## config.mk

```make
export PLATFORM = sky130hd
export DESIGN_NAME = cmdbr_top
export DESIGN_NICKNAME = d
export VERILOG_FILES = /design/src/rtl/cmdbr_pkg.sv /design/src/rtl/cmdbr_ctrl.sv /design/src/rtl/cmdbr_dpath.sv /design/src/rtl/cmdbr_top.sv
export SDC_FILE = /design/constraint.sdc
export NUM_CORES = 1
export LEC_CHECK = 0
export BUFFER_PORTS_ARGS = -buffer_cell sky130_fd_sc_hd__clkbuf_2
export CAP_MARGIN = 20
export CORE_ASPECT_RATIO = 1.4
export CORE_MARGIN = 8
export CORE_UTILIZATION = 41
export DETAILED_ROUTE_END_ITERATION = 8
export PLACE_DENSITY = 0.73
export SYNTH_ARGS = -nofsm -noshare
export SYNTH_HDL_FRONTEND = slang
export SYNTH_SLANG_ARGS = --single-unit
```

## constraint.sdc

```tcl
create_clock -name clk -period 2.5 [get_ports clk]
set_input_delay 0.5 -clock clk [delete_from_list [all_inputs] [get_ports clk]]
set_output_delay 0.5 -clock clk [all_outputs]
set_load 0.01 [all_outputs]
```

## src/rtl/cmdbr_pkg.sv

```systemverilog
package cmdbr_pkg;
  typedef enum logic [1:0] {
    SEL_HI   = 2'd0,
    SEL_LO   = 2'd1,
    SEL_CMD  = 2'd2,
    SEL_STAT = 2'd3
  } regSel_e;

  typedef enum logic [1:0] {
    ST_IDLE  = 2'd0,
    ST_ISSUE = 2'd1,
    ST_WAIT  = 2'd2
  } state_e;

  // strobes from control to datapath
  typedef struct packed {
    logic launch;   // latch command, clear old result
    logic ldHi;     // host write to upper data half
    logic ldLo;     // host write to lower data half
    logic capRsp;   // capture error code and abort
    logic ldRead;   // load read data into both halves
    logic clrStat;  // host write to status
  } strobe_t;
endpackage

```

## src/rtl/cmdbr_ctrl.sv

```systemverilog
module cmdbr_ctrl
  import cmdbr_pkg::*;
(
  input  logic       clk,
  input  logic       rstN,
  input  logic       regWrEn,
  input  logic [1:0] regSel,
  input  logic       cmdWrite,
  input  logic       reqReady,
  input  logic       rspValid,
  input  logic       rspFail,
  output strobe_t    strb,
  output logic       busy,
  output logic       illegal,
  output logic       reqValid
);
  state_e  state;
  regSel_e sel;
  logic    idle, rspTake, busyWrite;

  assign sel       = regSel_e'(regSel);
  assign idle      = (state == ST_IDLE);
  assign busy      = !idle;
  assign reqValid  = (state == ST_ISSUE);
  assign rspTake   = (state == ST_WAIT) && rspValid;
  assign busyWrite = regWrEn && busy && (sel != SEL_STAT);

  always_comb begin
    strb.launch  = regWrEn && idle && (sel == SEL_CMD);
    strb.ldHi    = regWrEn && idle && (sel == SEL_HI);
    strb.ldLo    = regWrEn && idle && (sel == SEL_LO);
    strb.clrStat = regWrEn && (sel == SEL_STAT);
    strb.capRsp  = rspTake;
    strb.ldRead  = rspTake && !cmdWrite && !rspFail;
  end

  always_ff @(posedge clk) begin
    if (!rstN) begin
      state <= ST_IDLE;
    end else begin
      case (state)
        ST_IDLE:  if (strb.launch) state <= ST_ISSUE;
        ST_ISSUE: if (reqReady)    state <= ST_WAIT;
        ST_WAIT:  if (rspValid)    state <= ST_IDLE;
        default:                   state <= ST_IDLE;
      endcase
    end
  end

  always_ff @(posedge clk) begin
    if (!rstN)             illegal <= 1'b0;
    else if (busyWrite)    illegal <= 1'b1;
    else if (strb.clrStat) illegal <= 1'b0;
  end

  AST_REQ_HELD: assert property (@(posedge clk) disable iff (!rstN)
    reqValid && !reqReady |=> reqValid);
  AST_ILLEGAL_SET: assert property (@(posedge clk) disable iff (!rstN)
    busyWrite |=> illegal);
  AST_RSP_FREES: assert property (@(posedge clk) disable iff (!rstN)
    rspTake |=> !busy);
  AST_LAUNCH_PRESENTS: assert property (@(posedge clk) disable iff (!rstN)
    strb.launch |=> reqValid);
endmodule

```

## src/rtl/cmdbr_dpath.sv

```systemverilog
module cmdbr_dpath
  import cmdbr_pkg::*;
#(
  parameter int DATA_W = 64,
  parameter int ERR_W  = 3,
  localparam int HALF_W = DATA_W / 2,
  localparam int ADDR_W = HALF_W - 1
) (
  input  logic              clk,
  input  logic              rstN,
  input  strobe_t           strb,
  input  logic [1:0]        regSel,
  input  logic [HALF_W-1:0] regWrData,
  input  logic [DATA_W-1:0] rspData,
  input  logic [ERR_W-1:0]  rspErr,
  input  logic              rspAbort,
  input  logic              busy,
  input  logic              illegal,
  output logic [HALF_W-1:0] regRdData,
  output logic              reqWrite,
  output logic [ADDR_W-1:0] reqAddr,
  output logic [DATA_W-1:0] reqData
);
  localparam int BUSY_BIT  = 0;
  localparam int ILL_BIT   = 1;
  localparam int ABORT_BIT = 4;
  localparam int ERR_LSB   = 12;

  logic [HALF_W-1:0] dataHi, dataLo, cmdReg, statWord;
  logic [ERR_W-1:0]  errReg;
  logic              abortReg;

  always_ff @(posedge clk) begin
    if (!rstN) begin
      dataHi <= '0;
      dataLo <= '0;
    end else if (strb.ldRead) begin
      dataHi <= rspData[DATA_W-1:HALF_W];
      dataLo <= rspData[HALF_W-1:0];
    end else begin
      if (strb.ldHi) dataHi <= regWrData;
      if (strb.ldLo) dataLo <= regWrData;
    end
  end

  always_ff @(posedge clk) begin
    if (!rstN)            cmdReg <= '0;
    else if (strb.launch) cmdReg <= regWrData;
  end

  // a response outranks a clear in the same cycle
  always_ff @(posedge clk) begin
    if (!rstN) begin
      errReg   <= '0;
      abortReg <= 1'b0;
    end else if (strb.capRsp) begin
      errReg   <= rspErr;
      abortReg <= rspAbort;
    end else if (strb.launch || strb.clrStat) begin
      errReg   <= '0;
      abortReg <= 1'b0;
    end
  end

  always_comb begin
    statWord                       = '0;
    statWord[BUSY_BIT]             = busy;
    statWord[ILL_BIT]              = illegal;
    statWord[ABORT_BIT]            = abortReg;
    statWord[ERR_LSB +: ERR_W]     = errReg;
  end

  always_comb begin
    case (regSel_e'(regSel))
      SEL_HI:  regRdData = dataHi;
      SEL_LO:  regRdData = dataLo;
      SEL_CMD: regRdData = cmdReg;
      default: regRdData = statWord;
    endcase
  end

  assign reqWrite = cmdReg[HALF_W-1];
  assign reqAddr  = cmdReg[ADDR_W-1:0];
  assign reqData  = {dataHi, dataLo};

  AST_READ_LOAD: assert property (@(posedge clk) disable iff (!rstN)
    strb.ldRead |=> reqData == $past(rspData));
  AST_RSP_WINS: assert property (@(posedge clk) disable iff (!rstN)
    strb.capRsp |=> errReg == $past(rspErr) && abortReg == $past(rspAbort));
  AST_CMD_FROZEN: assert property (@(posedge clk) disable iff (!rstN)
    busy |=> $stable(cmdReg));
  AST_DATA_FROZEN: assert property (@(posedge clk) disable iff (!rstN)
    busy && !strb.ldRead |=> $stable(reqData));
endmodule

```

## src/rtl/cmdbr_top.sv

```systemverilog
module cmdbr_top
  import cmdbr_pkg::*;
#(
  parameter int DATA_W = 64,
  parameter int ERR_W  = 3,
  localparam int HALF_W = DATA_W / 2,
  localparam int ADDR_W = HALF_W - 1
) (
  input  logic              clk,
  input  logic              rstN,
  input  logic              regWrEn,
  input  logic [1:0]        regSel,
  input  logic [HALF_W-1:0] regWrData,
  output logic [HALF_W-1:0] regRdData,
  output logic              reqValid,
  input  logic              reqReady,
  output logic              reqWrite,
  output logic [ADDR_W-1:0] reqAddr,
  output logic [DATA_W-1:0] reqData,
  input  logic              rspValid,
  input  logic [DATA_W-1:0] rspData,
  input  logic [ERR_W-1:0]  rspErr,
  input  logic              rspAbort
);
  strobe_t strb;
  logic    busy, illegal, rspFail;

  assign rspFail = (rspErr != '0) || rspAbort;

  cmdbr_ctrl ctrl_i (
    .clk      (clk),
    .rstN     (rstN),
    .regWrEn  (regWrEn),
    .regSel   (regSel),
    .cmdWrite (reqWrite),
    .reqReady (reqReady),
    .rspValid (rspValid),
    .rspFail  (rspFail),
    .strb     (strb),
    .busy     (busy),
    .illegal  (illegal),
    .reqValid (reqValid)
  );

  cmdbr_dpath #(.DATA_W(DATA_W), .ERR_W(ERR_W)) dpath_i (
    .clk       (clk),
    .rstN      (rstN),
    .strb      (strb),
    .regSel    (regSel),
    .regWrData (regWrData),
    .rspData   (rspData),
    .rspErr    (rspErr),
    .rspAbort  (rspAbort),
    .busy      (busy),
    .illegal   (illegal),
    .regRdData (regRdData),
    .reqWrite  (reqWrite),
    .reqAddr   (reqAddr),
    .reqData   (reqData)
  );
endmodule

```

* Word level (Yosys, flattened, before mapping)
Cells that the tools add are included. Widths: inputs -> output; s select.
Cells by class: add/sub/neg operators 0, multiply operators 0, div/mod/pow operators 0, order comparisons 0, equal/unequal tests 9, shift-type cells 0, muxes and demuxes 15, bitwise operators 0, reduce and logical (&&, ||, !) cells 23
Operators with widths (number):
- $mux 32 | 4
- $pmux 32 s3 | 1
- $logic_and 1x1->1 | 10
- $reduce_bool 2->1 | 4
- $eq 2x2->1 const B | 3
- $mux 2 | 3
- $mux 3 | 2
- $pmux 2 s3 | 1
- $eq 2x1->1 const B | 2
- $logic_not 2->1 | 2
- $mux 1 | 4
- $ne 2x1->1 const B | 2
- $ne 2x2->1 const B | 2
- $logic_not 1->1 | 3
- $reduce_and 3->1 | 1
- $reduce_bool 3->1 | 1
- $logic_or 1x1->1 | 2
Storage, ports and cells: flip-flop bits (word level) 103, latch bits 0, RAM bits 0, bits in read-only memories 0, input port bits 107, output and inout port bits 129, word-level logic and storage cells 54, memories 0

* Depth between registers and ports, before layout
Gate-level depths: netlist of run 1.
depth after elaboration 6, mapped depth 7, gate-level depth less buffers 3

* By module
From an unflattened synthesis of run 1, not the netlist that was laid out.
Second synthesis, totals: cells, all modules 500, area total of the unflattened synthesis 5559.1 µm²
Modules (own cells, without submodules):
- cmdbr_dpath | times used 1, cells an instance 475, area an instance 5346.4 µm², sequential area each 2001.9 µm²
- cmdbr_ctrl | times used 1, cells an instance 24, area an instance 205.2 µm², sequential area each 60.1 µm²
- cmdbr_top | times used 1, cells an instance 1, area an instance 7.5 µm², sequential area each 0.0 µm²

* Worst setup path before layout of run 1
Ideal clock, no wire load.
kind input -> output, from in regSel[1], to out regRdData[11], arrival 1.639 ns, data required time 2.000 ns, path slack 0.361 ns, stages on the path 7, path buffers 4, cell sequence buf_2 > nor2b_1 > clkbuf_1 > buf_2 > buf_1 > nand2_1 > o21ai_0
On the way: cells in the longest elaborated chain, start to end 2, elaborated cells on any way between the ends 4, classes of those cells eq/ne (2); mux (1); reduce/logical (1)
RTL lines:
- from (decl) | line cmdbr_top.sv:12 | input logic [1:0] regSel,
- $eq 2x2->1, or another cell as far along | line cmdbr_dpath.sv:74 | case (regSel_e'(regSel))
- $pmux 32 s3 * | line cmdbr_dpath.sv:74
- to (decl) | line cmdbr_top.sv:14 | output logic [HALF_W-1:0] regRdData,
Mark *: on every way between the ends. The rest lies on a longest branch, timed or not.

* Worst setup path after layout of run 1
from in regSel[0], to out regRdData[23]
The elaborated chain is that of the path after synthesis.

==> results.yml, run 1 <==
outcome:
  outcome: "finished, final reports clean"
global_route:
  grt_pass1_vias: 6346
  grt_pass1_wl_mm: 34.35
  grt_usage: 0.2389
  antenna_found_initial: 1
  grt_start_max_net_pins: 59
  overflow: 0
logic_synthesis:
  async_reset_ff_frac: 0
  synth.net_count: 774
  seq_area_frac_synth: 0.3644
  synth_edf_count: 0
  synth_cell_types: 42
  post_synth.cell_area_avg_sq_um: 8.483
  ys_warn_count: 0
  synth_area_sq_um: 5658
  ys_ff_latch: 103
  synthFlopType: "dfxtp_1"
  netlist_instances: 667
power:
  powerDensity_nw_per_um2: 507.1
  p_leak_nw: 3.011
  ir_worst_vdd_v: 0.0003119
cts:
  post_cts_resized: 0
  root_buffer: "clkbuf_16"
  cts_sinks: 103
  cts_buffers: 9
  clk_latency_ns: 0.33
  cts_tree: "done"
  cts.reportedPaths.clkPinSlew_ns: 0.07
  cts_setup_buffers: 0
  hold_buffers: 0
  htree_levels: 3
  clk_path_buf_depth: 2
routing:
  wire_per_inst_microns: 21.02
  num_vias: 6340
  drc: 0
  drt_wl_total_mm: 21.93
  viasPerCell: 6.079
  drtIter0Drc: 581
  drtAntennaViolNets: 0
  dr.pass1.iters: 5
place:
  post-dp-hpwl_mm: 15.64
  io_buffers: 235
  dp_cells: 1028
  gp_congestion: 0.8676
die:
  rows: 51
  initial_core_util: 0.4124
  die_w_microns: 115.3
  core_area_sq_um: 13720
  die-area_sq_um: 17870
  die_h_microns: 155.0
  ios: 236
timing:
  tightest_slew_ns: 1.057
  final.setup_skew_ns: 0.008874
  rsz0062_at_grt: "no"
  relSlewSlack: 0.2915
  slew_viol_final: 0
  finalSetupViolations: 0
  period_share: 0.9113
  finalHoldViolations: 0
  max_freq_ghz: 0.4389
  setup_tns_ns: 0
  post-route-min-period_ns: 2.278
cells_and_area:
  multi_input_area_sq_um: 3142
  nNetsFinal: 961
  layout_commonest_cell: "clkbuf_2"
  fillers: 1346
  drive_gt1_frac: 0.3466
  syn2layout_area_growth_pct: 27.49
  final_cell_mix: "clkbuf_2, dfxtp_1, o21ai_0, nand3_1, a21boi_0"
  final_cell_count_no_fill: 1043
  register_area_sq_um: 2062
worst_hold_path:
  hold_path_class: "input pin to register"
critical_path:
  cp_data_arrival_time_ns: 1.78
  path_class: "input pin to output pin"
  critPathLaunchType: "input pin"
  critPathCaptureType: "output pin"
  required_ns: 2.00
  critPathMaxFanout: 36
flow_run:
  max_cap_violations: 0
## worst max-delay path: stages
cell and delay [ns]:
buf_4 0.41, buf_4 0.38, mux2i_1 0.24, o21ai_0 0.09, clkbuf_2 0.14
## power breakdown
part,switching [mW],leakage [nW],internal [mW]
clock,0.595,0.114,0.666
combinational,0.391,2.06,0.255
sequential,0.0520,0.837,1.70
## stage by stage
stage	setup WS (ns)	cell area [sq um]	util	hold WS, ns	total power [mW]
2_1_floorplan	0.3611	5658	-	0.4464	2.122
5_1_grt	0.09959	7213	0.5258	0.4310	3.801
3_5_place_dp	0.2071	6955	0.5070	0.4770	2.428
6_report	0.2217	7213	0.5258	0.4153	3.658
4_1_cts	0.2314	7211	0.5256	0.4036	3.691
3_3_place_gp	0.2439	6955	0.5070	0.4704	2.423
## path summary, 6_finish.rpt
path	from	to	slack [ns]	cells after the start
setup reg to reg	ctrl_i.state[1]	dpath_i.dataLo[12]	0.37	3
hold reg to reg	dpath_i.dataHi[15]	dpath_i.dataHi[15]	0.49	2
setup / recovery	regSel[0]	regRdData[23]	0.22	5
hold / removal	rspErr[0]	dpath_i.errReg[0]	0.42	3
## layer usage
layer,global-route usage,vias up,part of all wire
met5,0,-,0
met4,0.1407,0,0.043
met3,0.03879,62,0.074
met2,0.4020,329,0.49
met1,0.2783,3005,0.39
li1,-,2944,-
## logic make-up (layout without fill, tap and decap cells)
family | Yosys count | in the layout | share of synthesized area
compound gates | 265 | 265 | 0.3224
buf+inv | 106 | 296 | 0.08536
flops | 103 | 103 | 0.3644
mux | 32 | 32 | 0.06988
other cells | 0 | 1 | 0
simple gates | 161 | 161 | 0.1579
## sequential cells by signal, summed over array words and instances (netlist names)
register          count
ctrl_i.illegal        1
ctrl_i.state          2
dpath_i.abortReg      1
dpath_i.cmdReg       32
dpath_i.dataHi       32
dpath_i.dataLo       32
dpath_i.errReg        3
## cells in the mapped netlist (2+ instances only)
library cell,count,area [sq um]
nor2b_1,4,25.02
a21boi_1,3,22.52
o311a_1,15,150.1
a31oi_1,34,212.7
buf_6,5,56.30
or3_1,2,12.51
mux2i_1,26,260.3
o41ai_1,34,297.8
clkbuf_1,48,180.2
a311oi_1,14,122.6
mux4_2,6,135.1
nor2_1,2,7.510
nand2_1,32,120.1
or4_1,15,112.6
buf_1,4,15.01
buf_2,29,145.1
o31ai_1,14,105.1
nand3_1,66,330.3
a22oi_1,2,15.01
and3_1,15,93.84
a21boi_0,48,360.4
o21ai_0,93,465.5
inv_1,16,60.06
nor4_1,15,93.84
dfxtp_1,103,2062
o211ai_1,4,30.03
buf_4,3,22.52
## final cells by class
cell class,instances,area share
multi-input cells,458,0.4356
flip-flops and latches,103,0.2859
repair buffers,265,0.2019
clock buffers,11,0.03226
well taps,185,0.03209
inverters,17,0.008846
clock inverters,3,0.003122
diodes,1,0.0003469
(Power assumes the default switching activity.)
==> inputs of run 2 (changes only) <==
--- a/config.mk
+++ b/config.mk
@@ -5,13 +5,13 @@
 export SDC_FILE = /design/constraint.sdc
 export NUM_CORES = 1
 export LEC_CHECK = 0
-export BUFFER_PORTS_ARGS = -buffer_cell sky130_fd_sc_hd__clkbuf_2
 export CAP_MARGIN = 20
 export CORE_ASPECT_RATIO = 1.4
 export CORE_MARGIN = 8
 export CORE_UTILIZATION = 41
 export DETAILED_ROUTE_END_ITERATION = 8
-export PLACE_DENSITY = 0.73
+export DONT_BUFFER_PORTS = 1
+export PLACE_DENSITY = 0.58
 export SYNTH_ARGS = -nofsm -noshare
 export SYNTH_HDL_FRONTEND = slang
 export SYNTH_SLANG_ARGS = --single-unit
==> run 2 against run 1 <==
  * Clock-buffer cell count is the same
  * Routed wire length shrank 2.2%
  * Combinational power shrank 46%
  * Maximum frequency grew 4.4%
  * Highest routed layer unchanged
  * Cell count shrank 24%
==> results.yml, run 2 (same netlist as run 1, synthesis figures left out) <==
place:
  io_buffers: 0
  pre_cts_ws_ns: 0.2498
  post-dp-hpwl_mm: 14.38
  gp_congestion: 0.8304
die:
  die_h_microns: 155.0
  die-area_sq_um: 17870
  ios: 236
  rows: 51
  initial_core_util: 0.4124
  die_w_microns: 115.3
  core_area_sq_um: 13720
critical_path:
  critPathLaunchType: "register"
  path_class: "register to output pin"
  critPathCaptureType: "output pin"
  critical_path_buf_inv_count: 0
  cpMaxStageDelayCell: "mux4_2"
  crit_family: "multiplexers"
  required_ns: 2.00
  crit_chain: "or2_2 -> mux4_2"
  critPathMaxFanout: 10
  cpPeakStageDelay_ns: 0.52
  cp_data_arrival_time_ns: 1.68
cts:
  clk_latency_ns: 0.34
  htree_levels: 3
  root_buffer: "clkbuf_16"
  cts_tree: "done"
  hold_buffers: 0
  cts_buffers: 9
  cts_setup_buffers: 0
  cts.reportedPaths.clkPinSlew_ns: 0.07
  cts_sinks: 103
  clk_path_buf_depth: 2
  post_cts_resized: 0
timing:
  max_freq_ghz: 0.4584
  slew_viol_final: 0
  period_share: 0.8727
  rsz0062_at_grt: "no"
  relSlewSlack: 0.3111
  tightest_slew_ns: 1.028
  final.setup_skew_ns: 0.009337
  setup_tns_ns: 0
  fin_ws_ns: 0.3183
  finalHoldViolations: 0
  post-route-min-period_ns: 2.182
  finalSetupViolations: 0
flow_run:
  max_cap_violations: 0
cells_and_area:
  syn2layout_area_growth_pct: 4.246
  nNetsFinal: 712
  drive_gt1_frac: 0.08197
  final_cell_mix: "dfxtp_1, o21ai_0, nand3_1, a21boi_0"
  largestRegisters: "dpath_i.cmdReg x32, dpath_i.dataHi x32, dpath_i.dataLo x32"
  num_antenna_cells: 0
  layout_commonest_cell: "dfxtp_1"
power:
  powerDensity_nw_per_um2: 583.5
  p_leak_nw: 1.906
  ir_worst_vdd_v: 0.0003058
global_route:
  grt_start_max_net_pins: 116
  grt_usage: 0.2349
  grt_pass1_vias: 5411
  antenna_found_initial: 0
  grt_pass1_wl_mm: 32.84
  overflow: 0
routing:
  viasPerCell: 6.875
  drtIter0Drc: 512
  drt_wl_total_mm: 21.45
  drtAntennaViolNets: 0
  dr.pass1.iters: 5
  wire_per_inst_microns: 26.98
  drc: 0
  num_vias: 5466
worst_hold_path:
  hold_path_class: "input pin to register"
outcome:
  outcome: "finished, final reports clean"
==> run 2: layout make-up <==
cell class | count | area [sq um]
tap | 185 | 231.5
timing repair buffer | 16 | 132.6
clock inverter | 5 | 33.78
sequential | 103 | 2062
inverter | 17 | 63.81
clock buffer | 11 | 232.7
fill | 1343 | 7821
multi-input combinational | 458 | 3142
==> run 2: power by group <==
part	internal (mW)	leakage [nW]	switching [mW]
Sequential	1.70	0.837	0.0912
Clock	0.677	0.126	0.629
Combinational	0.130	0.943	0.215
==> run 2: worst paths after layout <==
path	slack, ns	start	cells after the start	to
min	0.29	regWrData[2]	2	dpath_i.cmdReg[2]
max reg2reg	0.37	dpath_i.cmdReg[31]	4	dpath_i.dataHi[23]
min reg2reg	0.53	ctrl_i.illegal	2	ctrl_i.illegal
max	0.32	ctrl_i.state[1]	2	regRdData[0]
==> run 2: routing by layer <==
metal	wire length [microns]	track usage
met2	10680	0.3919
met1	7843	0.2679
met4	578	0.08794
met3	2348	0.08301
met5	0	0
==> run 2: metrics by stage <==
stage | util | hold slack (ns) | std cells | total power, mW | instance area, sq um
after floorplan | - | 0.4464 | 667 | 2.122 | 5658
after global placement | 0.4105 | 0.4850 | 779 | 2.163 | 5632
after detailed placement | 0.4105 | 0.5150 | 779 | 2.174 | 5632
after CTS | 0.4299 | 0.2652 | 795 | 3.479 | 5898
after global routing | 0.4299 | 0.2660 | 795 | 3.588 | 5898
final | 0.4299 | 0.2947 | 795 | 3.442 | 5898
==> run 2: worst register-to-register path: cells and delay by family, from the launching register on <==
| family | cells | cell delay (ns) |
|---|---|---|
| buf+inv | 1 | 0.32 |
| flops | 1 | 0.38 |
| simple gates | 2 | 0.98 |
| compound gates | 1 | 0.35 |
